[src/rtl/mc_pkg.sv]
package mc_pkg;

  // Line symbol for one half-cell
  typedef enum logic [1:0] {
    SYM_IDLE = 2'd0,
    SYM_LO   = 2'd1,
    SYM_HI   = 2'd2
  } mc_sym_t;

  // Level of a data half-cell: inverse of the bit first, the bit itself second
  function automatic mc_sym_t half_sym(input logic bit_v, input logic second_half);
    logic lvl;
    lvl = second_half ? bit_v : ~bit_v;
    return lvl ? SYM_HI : SYM_LO;
  endfunction

  // Map a symbol to {line_p, line_n}
  function automatic logic [1:0] pair_of(input mc_sym_t s, input logic idle_lvl);
    case (s)
      SYM_HI:  return 2'b10;
      SYM_LO:  return 2'b01;
      default: return {idle_lvl, idle_lvl};
    endcase
  endfunction

endpackage

[src/rtl/mc_bitclk.sv]
module mc_bitclk (
  input  logic clk,
  input  logic rst_n,
  output logic bit_clk,
  output logic cell_start
);
  // Divide by two; the edge where bit_clk rises begins a cell
  always_ff @(posedge clk or negedge rst_n) begin
    if (!rst_n) bit_clk <= 1'b0;
    else        bit_clk <= ~bit_clk;
  end

  assign cell_start = ~bit_clk;
endmodule

[src/rtl/mc_cell_fsm.sv]
module mc_cell_fsm
  import mc_pkg::*;
(
  input  logic    clk,
  input  logic    rst_n,
  input  logic    cell_start,
  input  logic    tx_en,
  input  logic    tx_data,
  output mc_sym_t sym,
  output logic    first_half,
  output logic    tail_half
);
  logic busy_q;
  logic data_q;

  always_ff @(posedge clk or negedge rst_n) begin
    if (!rst_n) begin
      busy_q     <= 1'b0;
      data_q     <= 1'b0;
      sym        <= SYM_IDLE;
      first_half <= 1'b0;
      tail_half  <= 1'b0;
    end else if (cell_start) begin
      if (tx_en) begin
        busy_q     <= 1'b1;
        data_q     <= tx_data;
        sym        <= half_sym(tx_data, 1'b0);
        first_half <= 1'b1;
        tail_half  <= 1'b0;
      end else begin
        busy_q     <= 1'b0;
        first_half <= 1'b0;
        // Last bit 0 needs one high half-cell to end on a rising edge
        if (busy_q && !data_q) begin
          sym       <= SYM_HI;
          tail_half <= 1'b1;
        end else begin
          sym       <= SYM_IDLE;
          tail_half <= 1'b0;
        end
      end
    end else begin
      first_half <= 1'b0;
      tail_half  <= 1'b0;
      sym        <= busy_q ? half_sym(data_q, 1'b1) : SYM_IDLE;
    end
  end
endmodule

[src/rtl/mc_line_drv.sv]
module mc_line_drv
  import mc_pkg::*;
#(
  parameter bit IDLE_LEVEL = 1'b0
) (
  input  mc_sym_t sym,
  output logic    line_p,
  output logic    line_n
);
  logic [1:0] pair;

  always_comb pair = pair_of(sym, IDLE_LEVEL);

  assign line_p = pair[1];
  assign line_n = pair[0];
endmodule

[src/rtl/manchester_tx.sv]
module manchester_tx
  import mc_pkg::*;
#(
  parameter bit IDLE_LEVEL = 1'b0
) (
  input  logic clk_20m,
  input  logic rst_n,
  input  logic tx_en,
  input  logic tx_data,
  output logic bit_clk,
  output logic line_p,
  output logic line_n
);
  // Internal events brought out as named wires for the checks below
  logic    cell_start;
  logic    first_half;
  logic    tail_half;
  mc_sym_t sym;

  mc_bitclk i_bitclk (
    .clk        (clk_20m),
    .rst_n      (rst_n),
    .bit_clk    (bit_clk),
    .cell_start (cell_start)
  );

  mc_cell_fsm i_fsm (
    .clk        (clk_20m),
    .rst_n      (rst_n),
    .cell_start (cell_start),
    .tx_en      (tx_en),
    .tx_data    (tx_data),
    .sym        (sym),
    .first_half (first_half),
    .tail_half  (tail_half)
  );

  mc_line_drv #(.IDLE_LEVEL(IDLE_LEVEL)) i_drv (
    .sym    (sym),
    .line_p (line_p),
    .line_n (line_n)
  );

  // the first half of a data cell coincides with bit_clk high
  p_first_half_high_r1: assert property (@(posedge clk_20m) disable iff (!rst_n)
    first_half |-> bit_clk);

  // a data cell only begins on the edge where bit_clk rose
  p_start_on_rise_r2: assert property (@(posedge clk_20m) disable iff (!rst_n)
    first_half |-> $rose(bit_clk));

  // every data cell flips both wires at its centre
  p_mid_transition_r4: assert property (@(posedge clk_20m) disable iff (!rst_n)
    first_half |=> (line_p != $past(line_p)) && (line_n != $past(line_n)));

  // equal wires only ever sit at the idle level
  p_idle_balanced_r5: assert property (@(posedge clk_20m) disable iff (!rst_n)
    (line_p == line_n) |-> (line_p == IDLE_LEVEL));

  // once the tail half-cell is over, the line is balanced
  p_tail_then_idle_r6: assert property (@(posedge clk_20m) disable iff (!rst_n)
    tail_half |=> (line_p == IDLE_LEVEL) && (line_n == IDLE_LEVEL));

  // the tail rises out of a low half-cell
  p_tail_rising_r7: assert property (@(posedge clk_20m) disable iff (!rst_n)
    tail_half |-> line_p && !line_n && !$past(line_p));

  // outside idle the pair is complementary
  p_pair_complement_r8: assert property (@(posedge clk_20m) disable iff (!rst_n)
    (sym != SYM_IDLE) |-> (line_p != line_n));
endmodule

[config.mk]
export PLATFORM = sky130hd
export DESIGN_NAME = manchester_tx
export DESIGN_NICKNAME = d
export VERILOG_FILES = /design/src/rtl/mc_pkg.sv /design/src/rtl/mc_bitclk.sv /design/src/rtl/mc_cell_fsm.sv /design/src/rtl/mc_line_drv.sv /design/src/rtl/manchester_tx.sv
export SDC_FILE = /design/constraint.sdc
export NUM_CORES = 1
export LEC_CHECK = 0
export BUFFER_PORTS_ARGS = -buffer_cell sky130_fd_sc_hd__buf_4
export CORE_AREA = 2 2 39 41
export CTS_CLUSTER_SIZE = 30
export DETAILED_ROUTE_END_ITERATION = 10
export DIE_AREA = 0 0 41 43
export PLACE_DENSITY_LB_ADDON = 0.2
export SLEW_MARGIN = 25
export SYNTH_ARGS = -nofsm -noshare
export SYNTH_HDL_FRONTEND = slang
export SYNTH_HIERARCHICAL = 1
export SYNTH_SLANG_ARGS = --single-unit
[constraint.sdc]
create_clock -name clk_20m -period 1.2 [get_ports clk_20m]
set_input_delay 0.24 -clock clk_20m [delete_from_list [all_inputs] [get_ports clk_20m]]
set_output_delay 0.24 -clock clk_20m [all_outputs]
set_load 0.01 [all_outputs]
* Word-level counts from Yosys, hierarchy flattened
Cells that the tools add are included.
** Word-level totals
- Bits in registers :: 5
- Input bits :: 4
- Output and inout bits :: 3
- Word-level logic and storage cells :: 18
** Cells by class
- Equality and inequality tests :: 2
- Mux-type cells :: 8
- Bitwise gates (word level) :: 1
- Reductions and logical operators :: 3
** Operators by type and width (number)
- $mux 2 :: 6
- $pmux 2 s2 :: 1
- $eq 2x1->1 const B :: 1
- $eq 2x2->1 const B :: 1
- $reduce_and 2->1 :: 1
- $logic_and 1x1->1 :: 1
- $logic_not 1->1 :: 1
- $mux 1 :: 1
- $not 1->1 :: 1

* Logic depth before layout (Yosys ltp)
- Word-level depth :: 5
- Gate-level depth with buffers :: 3
- Gate-level depth less buffers :: 3

* Hierarchy
The synthesis kept the hierarchy.
** By module, submodules not included
- mc_cell_fsm :: instances 1, cells an instance 17, area each 221.5 um2, seq. area each 150.1 um2
- mc_bitclk :: instances 1, cells an instance 2, area each 28.8 um2, seq. area each 25.0 um2
- mc_line_drv :: instances 1, cells an instance 2, area each 15.0 um2, seq. area each 0.0 um2

* Worst setup path after synthesis
No wires, ideal clock.
- Path type :: reg-to-reg
- Start :: register i_bitclk.bit_clk
- End :: register i_fsm.data_q
- Library setup time :: 0.119 ns
- Arrival time :: 0.793 ns
- Data required time :: 1.081 ns
- Slack :: 0.288 ns
- Stages on the path, launching flop included :: 4
- Path buffers :: 0
- Clock period less this slack :: 0.912 ns
- Path through :: dfrtp_1 inv_1 nand2_2 a21bo_1
** On the way
- Word-level cells in the longest chain between the ends :: 2
** RTL lines
- start: declaration :: line mc_bitclk.sv:4 : output logic bit_clk,
- start signal: assignment :: line mc_bitclk.sv:10 : else bit_clk <= ~bit_clk;
- $not 1->1 (no source line)
- $reduce_and 2->1 (no source line)
- end signal: assignment :: line mc_cell_fsm.sv:26 : data_q <= tx_data;
- end: declaration :: line mc_cell_fsm.sv:14 : logic data_q;
No other way between the ends.
A chain may end at the register's enable or synchronous reset.

* Final worst setup path
- Start :: register i_fsm.sym[0]
- End :: output line_n
** On the way
- Word-level cells in the longest chain between the ends :: 2
- Elaborated cells between the ends (all ways) :: 3
- Those cells by class :: 2 x eq/ne; 1 x mux
** RTL lines
- start: declaration :: line mc_cell_fsm.sv:9 : output mc_sym_t sym,
- start signal: assignment :: line mc_cell_fsm.sv:27 : sym <= half_sym(tx_data, 1'b0);
- start signal: assignment :: line mc_cell_fsm.sv:45 : sym <= busy_q ? half_sym(data_q, 1'b1) : SYM_IDLE;
- $eq 2x1->1 / $eq 2x2->1 (equally long branches) :: line mc_pkg.sv:19 : case (s)
- $pmux 2 s2 (*) :: line mc_pkg.sv:19
- end: declaration :: line manchester_tx.sv:12 : output logic line_n
Mark *: on every way between the ends. The rest lies on a longest branch, timed or not.

==> impl_metrics.yaml <==
setup_path:
  critical_path_class: "reg2out"
  critical_path_required_ns: 0.96
  worstPathArrival_ns: 0.92
  crit_fanout: 2
  cp-end-kind: "primary output"
  timing.rr.start: "i_bitclk/bit_clk"
  start_kind: "flop"
  startpoint: "i_fsm/sym[0]"
final_layout:
  multiInputGateArea_sq_um: 75.1
  fin_util: 0.226
  final_nets: 33
  layout_common_cells: "5 x dfrtp_1, 5 x buf_4, 3 x clkbuf_4"
  antenna_cells: 0
  ff_latch_area_sq_um: 125
  drive_above_1_share: 0.393
  fillCellCount: 159
  areaGrowthSynthToFinish_pct: 50.6
hold_path:
  hold_path_class: "in2reg"
  min_from: "tx_data"
clock_network:
  cts_root_buf: "clkbuf_4"
  cts_tree: "built"
  cts_made_buffers: 3
  htree_levels: 1
  cts_sinks: 5
  clkTransAtPathRegs_ns: 0.04
  clock_latency_ns: 0.24
  postCtsSetupBuffers: 0
  clockBufferDepth: 2
detailed_routing:
  wl_microns: 400
  drcViolationCount: 0
  vias: 163
  drtIter0Drc: 3
  antenna_left: 0
  post_drt_wl_per_cell_microns: 9.09
  firstDrtPassIters: 2
  routed_via_density: 3.70
power_and_ir_drop:
  p_int_mw: 0.329
  p_total_mw: 0.421
  switching_power_mw: 0.0924
  switching_share: 0.219
  power_frac_seq: 0.440
  p_leak_nw: 0.151
  clock_power_share: 0.467
  irDropWorstVdd_uv: 709
  p_per_area_nw_per_um2: 1350
  power_frac_comb: 0.093
placement:
  hpwlAfterDp_microns: 302
  io_buffers: 6
  gp_congestion: 0.603
global_routing:
  grt_pass1_wl_microns: 696
  grt_pass1_vias: 172
  globalRoute.totalOverflow: 0
  grt_usage: 0.0686
  antenna_found_initial: 0
  grt_start_max_net_pins: 8
yosys:
  synth.net_count: 21
  syn-cell-area_sq_um: 208
  syn_avg_cell_area_sq_um: 12.2
  synthCells: 17
  synth_warnings: 6
sta:
  fmax_mhz: 862
  setup_violations: 0
  slew_headroom: 0.835
  fin_crit_ns: 1.16
  rsz0062_at_grt: "yes"
  fin_skew_ns: 0.000199
  min_period_over_period: 0.966
  hold_violations: 0
  maxSlewViolCount: 0
  tightest_slew_ns: 0.246
floorplanning:
  core_area_sq_um: 1380
  rows: 14
  pin_count: 7
  fp.dieH_microns: 43
  die_area_sq_um: 1760
  die_x_microns: 41
  start_util: 0.150
outcome:
  status: "complete, no violations"
run:
  drv_cap: 0
sequential cells by signal, summed over array words and instances, names as in the netlist:
signal	flops
i_bitclk/bit_clk	1
i_fsm/busy_q	1
i_fsm/sym	2
i_fsm/data_q	1
layer usage:
layer	up-vias	share of wire	track usage
li1	81	-	-
met1	74	0.51	0.0817
met2	8	0.41	0.0688
met3	0	0.080	0.0628
met4	0	0	0.0600
met5	-	0	0
final cells by class:
cell class,instances,share of cell area
clock buffers,4,0.0840
inverters,2,0.0240
multi-input cells,10,0.240
flip-flops and latches,5,0.400
well taps,16,0.0640
repair buffers,7,0.188
path summary, 6_finish.rpt:
kind	depth (start not counted)	slack, ns	endpoint
max in group asynchronous	2	0.76	i_fsm/busy_q
min	2	0.22	i_fsm/sym[1]
min reg2reg	1	0.53	i_bitclk/bit_clk
min in group asynchronous	2	0.34	i_fsm/sym[0]
max	2	0.04	line_n
max reg2reg	3	0.27	i_fsm/data_q
through the flow:
stage | setup TNS [ns] | instances | hold WS, ns | worst slack [ns] | cell area [sq um]
floorplan | 0 | 17 | -0.0556 | 0.300 | 208
global placement | 0 | 39 | 0.0425 | 0.288 | 273
detailed placement | 0 | 39 | 0.0433 | 0.271 | 273
CTS | 0 | 44 | 0.211 | 0.0103 | 309
global route | -0.00699 | 44 | 0.192 | -0.00699 | 313
finish | 0 | 44 | 0.218 | 0.0405 | 313
critical path, cell delays in order, from the launching register on:
cell	delay (ns)
dfrtp_1	0.37
and2b_2	0.20
buf_6	0.11
power groups by stage:
| stage | logic, mW | clock network (mW) | registers (mW) |
|---|---|---|---|
| 2_1_floorplan | 0.0156 | 0 | 0.185 |
| 3_3_place_gp | 0.0351 | 0 | 0.187 |
| 3_5_place_dp | 0.0355 | 0 | 0.188 |
| 4_1_cts | 0.0383 | 0.207 | 0.185 |
| 5_1_grt | 0.0446 | 0.228 | 0.186 |
| 6_report | 0.0391 | 0.197 | 0.185 |
timing repair:
| item | in CTS | in global routing |
|---|---|---|
| hold buffers | 1 | 0 |
| gates resized for setup | 0 | 1 |
| endpoints found under the hold margin | 5 | 0 |
| endpoints found under the setup margin | 0 | 1 |
Note: power is estimated with default switching activity, not from simulation.
